===== src/rtl/spcfg_loader.sv =====
module spcfg_loader #(
  parameter int PROG_CYCLES = 1000,
  parameter int CCLK_HALF   = 4,
  parameter int PAD_LIMIT   = 65536
)(
  input  logic       clk,
  input  logic       rst_n,
  input  logic       start,
  input  logic [7:0] in_data,
  input  logic       in_valid,
  input  logic       in_last,
  output logic       in_ready,
  output logic       cfg_prog_n,
  input  logic       cfg_init_n,
  input  logic       cfg_done,
  output logic       cfg_cs_n,
  output logic       cfg_rdwr_n,
  output logic       cfg_cclk,
  output logic [7:0] cfg_d,
  output logic       load_done,
  output logic       load_err
);

  localparam int CNT_MAX = (PROG_CYCLES > PAD_LIMIT) ? PROG_CYCLES : PAD_LIMIT;
  localparam int CW      = $clog2(CNT_MAX + 1);
  localparam int PW      = $clog2(2 * CCLK_HALF + 1);
  localparam logic [PW-1:0] PH_RISE = PW'(CCLK_HALF);
  localparam logic [PW-1:0] PH_END  = PW'(2 * CCLK_HALF);
  localparam logic [CW-1:0] PROG_LAST = CW'(PROG_CYCLES - 1);
  localparam logic [CW-1:0] PAD_MAX   = CW'(PAD_LIMIT);

  typedef enum logic [2:0] {
    S_IDLE, S_PROG, S_WINIT, S_LOAD, S_PAD, S_DONE, S_ERR
  } ld_state_t;

  ld_state_t      state;
  logic [CW-1:0]  cnt;
  logic [PW-1:0]  ph;
  logic           last_q;
  logic           cclk_q;
  logic [7:0]     d_q;
  logic           init_m, init_s, done_m, done_s;

  logic slot, feeding, can_start;
  assign slot      = (ph == '0);
  assign feeding   = (state == S_LOAD) || (state == S_PAD);
  assign can_start = (state == S_IDLE) || (state == S_DONE) || (state == S_ERR);

  assign in_ready   = (state == S_LOAD) && slot && !last_q && init_s;
  assign cfg_prog_n = (state != S_PROG);
  assign cfg_cs_n   = !feeding;
  assign cfg_rdwr_n = !feeding;
  assign cfg_cclk   = cclk_q;
  assign cfg_d      = d_q;
  assign load_done  = (state == S_DONE);
  assign load_err   = (state == S_ERR);

  always_ff @(posedge clk or negedge rst_n) begin
    if (!rst_n) begin
      init_m <= 1'b1;
      init_s <= 1'b1;
      done_m <= 1'b0;
      done_s <= 1'b0;
    end else begin
      init_m <= cfg_init_n;
      init_s <= init_m;
      done_m <= cfg_done;
      done_s <= done_m;
    end
  end

  always_ff @(posedge clk or negedge rst_n) begin
    if (!rst_n) begin
      state  <= S_IDLE;
      cnt    <= '0;
      ph     <= '0;
      last_q <= 1'b0;
      cclk_q <= 1'b0;
      d_q    <= '0;
    end else begin
      case (state)
        S_PROG: begin
          if (cnt == PROG_LAST) begin
            state <= S_WINIT;
            cnt   <= '0;
          end else begin
            cnt <= cnt + 1'b1;
          end
        end
        S_WINIT: begin
          if (init_s) state <= S_LOAD;
        end
        S_LOAD, S_PAD: begin
          if (!init_s) begin
            state  <= S_ERR;
            cclk_q <= 1'b0;
            ph     <= '0;
          end else if (slot) begin
            if (state == S_LOAD) begin
              if (last_q) begin
                state <= S_PAD;
              end else if (in_valid) begin
                d_q    <= in_data;
                last_q <= in_last;
                ph     <= PW'(1);
              end
            end else if (done_s) begin
              state <= S_DONE;
            end else if (cnt == PAD_MAX) begin
              state <= S_ERR;
            end else begin
              d_q <= 8'hFF;
              cnt <= cnt + 1'b1;
              ph  <= PW'(1);
            end
          end else begin
            ph     <= (ph == PH_END) ? '0 : ph + 1'b1;
            cclk_q <= (ph >= PH_RISE) && (ph != PH_END);
          end
        end
        default: begin
          cclk_q <= 1'b0;
          ph     <= '0;
          if (start) begin
            state  <= S_PROG;
            cnt    <= '0;
            last_q <= 1'b0;
          end else if (state == S_DONE && !init_s) begin
            state <= S_ERR;
          end
        end
      endcase
    end
  end

  AST_PROG_NEEDS_START: assert property (@(posedge clk) disable iff (!rst_n)
    $fell(cfg_prog_n) |-> ($past(start) && $past(can_start)));
  AST_CS_AFTER_INIT: assert property (@(posedge clk) disable iff (!rst_n)
    $fell(cfg_cs_n) |-> ($past(init_s) && $past(state == S_WINIT)));
  AST_CCLK_IN_WRITE: assert property (@(posedge clk) disable iff (!rst_n)
    cfg_cclk |-> (!cfg_cs_n && !cfg_rdwr_n && cfg_prog_n));
  AST_D_BEFORE_RISE: assert property (@(posedge clk) disable iff (!rst_n)
    $rose(cfg_cclk) |-> $stable(cfg_d));
  AST_D_WHILE_HIGH: assert property (@(posedge clk) disable iff (!rst_n)
    (cfg_cclk && $past(cfg_cclk)) |-> $stable(cfg_d));
  AST_PAD_IS_FF: assert property (@(posedge clk) disable iff (!rst_n)
    ($rose(cfg_cclk) && state == S_PAD) |-> (cfg_d == 8'hFF));
  AST_INIT_FAULT: assert property (@(posedge clk) disable iff (!rst_n)
    (!cfg_cs_n && !init_s) |=> load_err);
  AST_READY_SLOT: assert property (@(posedge clk) disable iff (!rst_n)
    in_ready |-> (!cfg_cs_n && !cfg_cclk));

endmodule


===== config.mk =====
export PLATFORM = sky130hd
export DESIGN_NAME = spcfg_loader
export DESIGN_NICKNAME = d
export VERILOG_FILES = /design/src/rtl/spcfg_loader.sv
export SDC_FILE = /design/constraint.sdc
export NUM_CORES = 1
export LEC_CHECK = 0
export BUFFER_PORTS_ARGS = -buffer_cell sky130_fd_sc_hd__buf_2
export CORE_ASPECT_RATIO = 0.8
export CORE_MARGIN = 3
export CORE_UTILIZATION = 61
export CTS_CLUSTER_SIZE = 40
export DETAILED_ROUTE_END_ITERATION = 6
export GPL_TIMING_DRIVEN = 0
export HOLD_SLACK_MARGIN = 0.1
export PLACE_DENSITY = 0.92
export SLEW_MARGIN = 0
export SYNTH_ARGS = -nofsm -noshare
export SYNTH_HDL_FRONTEND = slang
export SYNTH_SLANG_ARGS = --single-unit
export TNS_END_PERCENT = 100

===== constraint.sdc =====
create_clock -name clk -period 4.8 [get_ports clk]
set_input_delay 0.24 -clock clk [delete_from_list [all_inputs] [get_ports clk]]
set_output_delay 0.24 -clock clk [all_outputs]
set_load 0.005 [all_outputs]

==> reports/qor.log <==
[clock_tree] worst skew pair latency 0.30 ns
[setup_path] arrival time of the worst setup path 2.57 ns
[power] ratio of total power to cell area 511.8 nW/um^2
[die] Die Ht 59.77 um
[cells_and_area] share of layout cells above drive strength 1 0.2243
[clock_tree] TritonCTS clock tree built
[synthesis] synth top area cells sky130_fd_sc_hd__dfrtp_1 (41%), sky130_fd_sc_hd__xnor2_1 (4.8%), sky130_fd_sc_hd__nand2_1 (3.9%), sky130_fd_sc_hd__nor2_1 (3.7%), sky130_fd_sc_hd__o22a_1 (3.2%)
[timing] max_slew headroom 0.4649
[die] placement row count 18
[clock_tree] clock slew seen by the registers of the worst setup and hold paths 0.08 ns
[clock_tree] buffers inserted during post-CTS setup optimization 0
[placement] DP Cell Count 292
[die] starting utilization of the core area 0.6751
[setup_path] element type at the critical path end flip-flop
[timing] transition time of the tightest slew-check pin 0.8026 ns
[cells_and_area] area grow syn2layout 15.15%
[detailed_routing] routed wirelength normalized by instance count 16.76 um
[clock_tree] number of hold buffers added after CTS 3
[power] clock group share of total power 0.214
[timing] maximum operating frequency 0.4175 GHz
[synthesis] share of synthesized flip-flops with an asynchronous set or reset 1.000
[timing] Clock Skews 0.008495 ns
[global_route] GRT overflow 0
[synthesis] number of flip-flops and latches in the synthesized netlist 38
[worst_hold_path] class of the most critical hold timing path input pin to flip-flop
[global_route] global-route wire length before repair 8.549 mm
[synthesis] combined area of all synthesized cells 2205 sq um
[timing] final hold vios 0
[timing] setup repair after global routing missed its margin false
[synthesis] Post-synth EDFFs 0
[synthesis] count of warnings emitted by yosys 0
[cells_and_area] fin nets 281
[cells_and_area] diode insertion count for antenna repair 0
[setup_path] cells traversed along the worst timing path inv_1 > ha_1 > nor3b_1 > o22ai_1 > a211o_1 > a311oi_2 > mux2_1
[global_route] global routing usage on met2 0.3771
[clock_tree] buffers from clock root to sink, at most 2
[power] sequential group share of total power 0.342
[synthesis] number of library cell types mapped by synthesis 58
[timing] final max-slew violation count 0
[detailed_routing] DR iter-0 viols 206
[die] total die area 4376 sq um
[synthesis] cell type with the largest total area after synthesis sky130_fd_sc_hd__dfrtp_1
[power] Leak 0.001113 uW
[setup_path] Critical Path Slowest Stage Cell sky130_fd_sc_hd__dfrtp_1
[detailed_routing] number of remaining DRC errors 0
[synthesis] syn_nets 243
[die] number of I/O pins 30
[synthesis] flip-flop cell with the highest count after synthesis sky130_fd_sc_hd__dfrtp_1
[setup_path] critical path launch point type flip-flop
[timing] final worst path period share 0.4990
[outcome] outcome finished, final reports clean
[cells_and_area] final cell count without fillers 303
[timing] clock period minus worst slack 2.395 ns
[detailed_routing] Total Routed Length 5.079 mm
[global_route] total global-route track usage 0.2619
[clock_tree] number of sinks on the clock net 38
[clock_tree] Inserted Clock Buffers 5
[clock_tree] # H-tree levels 2
[power] P_int 778.1 uW
[detailed_routing] vias after detailed routing 1909
[global_route] met3 Resource Use GR 0.1076
[placement] number of buffers inserted by port buffering 28
[run] maximum capacitance violations 0
[setup_path] CP Class flip-flop to flip-flop
[synthesis] Syn Area/Cell 9.842 sq um
[synthesis] post-synthesis sequential area ratio 0.4325
[setup_path] max incr delay on CP 0.41 ns
[die] die outline width 73.22 um
[power] portion of total power attributed to combinational logic 0.444
[power] switching power total 521.3 uW
[detailed_routing] number of search-and-repair iterations in the first detailed-routing pass 5
[setup_path] length in cells of the worst reg-to-reg path 7
[worst_hold_path] number of instances on the worst hold path 2
[die] core region area 3266 sq um
[timing] setup-violating endpoint count in the final report 0
[global_route] number of antenna violations at the first check in global routing 0
[detailed_routing] Antenna Nets Post-Route 0
[detailed_routing] Vias/cell 6.300
[cells_and_area] fill cell count 220
[placement] routability cong. 0.9245
[placement] HPWL after detailed placement 3.597 mm
[global_route] busiest metal layer after global routing met2
[setup_path] maximum fanout count along the critical path 4
[clock_tree] root buffer cell sky130_fd_sc_hd__clkbuf_8
[cells_and_area] area taken by multi-input logic gates 1171 sq um
[global_route] vias in the first global route 1824
[power] Sw Ratio 0.4012
[cells_and_area] area taken by flip-flops and latches 953.4 sq um
[synthesis] top-area cell type share of the netlist area 0.4086
[synthesis] cell count after synthesis 224
[clock_tree] number of gates resized after CTS 0
[global_route] pin count of the biggest net entering global routing 39
[power] maximum resistive drop on vdd 0.3666 mV
[global_route] M1 GR Usage 0.3651
[setup_path] critical path data required time 4.98 ns
[timing] total negative slack 0 ns
flip-flops by register name, summed over array words and instances, names as in the netlist:
register and flops:
ph 4, last_q 1, init_s 1, init_m 1, cfg_cclk 1, cnt 17
done_s 1, done_m 1, cfg_d 8, state 3
routing by layer:
metal	wire length, um	share of wire
met3	456	0.090
met2	2303	0.45
met4	40	0.0079
met5	0	0
met1	2278	0.45
synth_stat cells, types with 3 or more instances:
library cell               instances
sky130_fd_sc_hd__a211o_1           3
sky130_fd_sc_hd__buf_2             4
sky130_fd_sc_hd__a21oi_1           8
sky130_fd_sc_hd__nor2b_1           3
sky130_fd_sc_hd__nand4_1           3
sky130_fd_sc_hd__o22a_1            8
sky130_fd_sc_hd__o21ai_0           7
sky130_fd_sc_hd__dfrtp_1          36
sky130_fd_sc_hd__and4_1            4
sky130_fd_sc_hd__nor2_1           22
sky130_fd_sc_hd__nand3_1           4
sky130_fd_sc_hd__xnor2_1          12
sky130_fd_sc_hd__nand2_1          23
sky130_fd_sc_hd__ha_1              4
sky130_fd_sc_hd__buf_4             3
sky130_fd_sc_hd__clkbuf_1          3
sky130_fd_sc_hd__nor3_1           13
sky130_fd_sc_hd__nor4b_1           3
sky130_fd_sc_hd__inv_1             7
worst max-delay path: cells and delay by family, from the launching register on:
kind / cells / cell delay (ns)
AO/OA/AOI/OAI: 3 / 0.80
flip-flops: 1 / 0.41
multiplexers: 1 / 0.38
adder cells (fa/ha/maj): 1 / 0.20
AND/OR/NAND/NOR: 1 / 0.38
buffers and inverters: 1 / 0.09
cell usage in the layout, fill, tap and decap left out, types with 3 or more instances in the layout:
cell,count
sky130_fd_sc_hd__buf_2,32
sky130_fd_sc_hd__xnor2_1,12
sky130_fd_sc_hd__ha_1,4
sky130_fd_sc_hd__a21oi_1,8
sky130_fd_sc_hd__nor2_1,22
sky130_fd_sc_hd__nand2_1,23
sky130_fd_sc_hd__and4_1,4
sky130_fd_sc_hd__a211o_1,3
sky130_fd_sc_hd__buf_4,3
sky130_fd_sc_hd__clkbuf_8,5
sky130_fd_sc_hd__o21ai_0,7
sky130_fd_sc_hd__nor3_1,13
sky130_fd_sc_hd__inv_1,7
sky130_fd_sc_hd__clkbuf_1,3
sky130_fd_sc_hd__nand3_1,4
sky130_fd_sc_hd__dfrtp_1,36
sky130_fd_sc_hd__dlygate4sd3_1,3
sky130_fd_sc_hd__nand4_1,3
sky130_fd_sc_hd__nor4b_1,3
sky130_fd_sc_hd__o22a_1,8
sky130_fd_sc_hd__nor2b_1,3
cell families after synthesis:
family,share of synthesized area
compound gates,0.1714
xor+xnor,0.05165
fa+ha+maj,0.02270
buf+inv,0.03632
flops,0.4325
mux,0.01986
simple gates,0.2656
final timing paths:
check                                  start              endpoint  slack, ns
max                        ph[0]$_DFFE_PN0P_  state[1]$_DFFE_PN0P_       2.40
min                               in_data[1]  cfg_d[1]$_DFFE_PN0P_       0.17
max reg2reg                ph[0]$_DFFE_PN0P_  state[1]$_DFFE_PN0P_       2.40
min reg2reg                 init_m$_DFF_PN1_      init_s$_DFF_PN1_       0.36
max in group asynchronous              rst_n   cnt[11]$_DFFE_PN0P_       3.72
min in group asynchronous              rst_n  state[0]$_DFFE_PN0P_       0.56
stage by stage:
step	utilization	instance area [sq um]	setup slack, ns	hold WS (ns)	total power, uW
after detailed placement	0.7333	2395	2.447	0.3418	1011
after floorplan	-	2205	2.733	-0.05559	837.7
after CTS	0.7774	2539	2.437	0.1712	1293
final	0.7774	2539	2.405	0.1717	1299
after global placement	0.7333	2395	2.529	0.3320	980.5
after global routing	0.7774	2539	2.252	0.1701	1394
power by group through the flow:
stage | logic, uW | clock network [uW] | registers, uW
CTS | 571 | 279 | 443
global placement | 538 | 0 | 442
global route | 645 | 293 | 455
floorplan | 396 | 0 | 442
detailed placement | 563 | 0 | 448
finish | 577 | 278 | 445
cell type report:
cell class                      count  share of cell area
Clock buffer                        5             0.02711
Sequential cell                    38              0.3756
Multi-Input combinational cell    169              0.4613
Buffer                             10             0.02119
Inverter                            7             0.01035
Clock inverter                      3             0.01774
Timing Repair Buffer               31             0.06703
Tap cell                           40             0.01971
(Power assumes the default switching activity.)
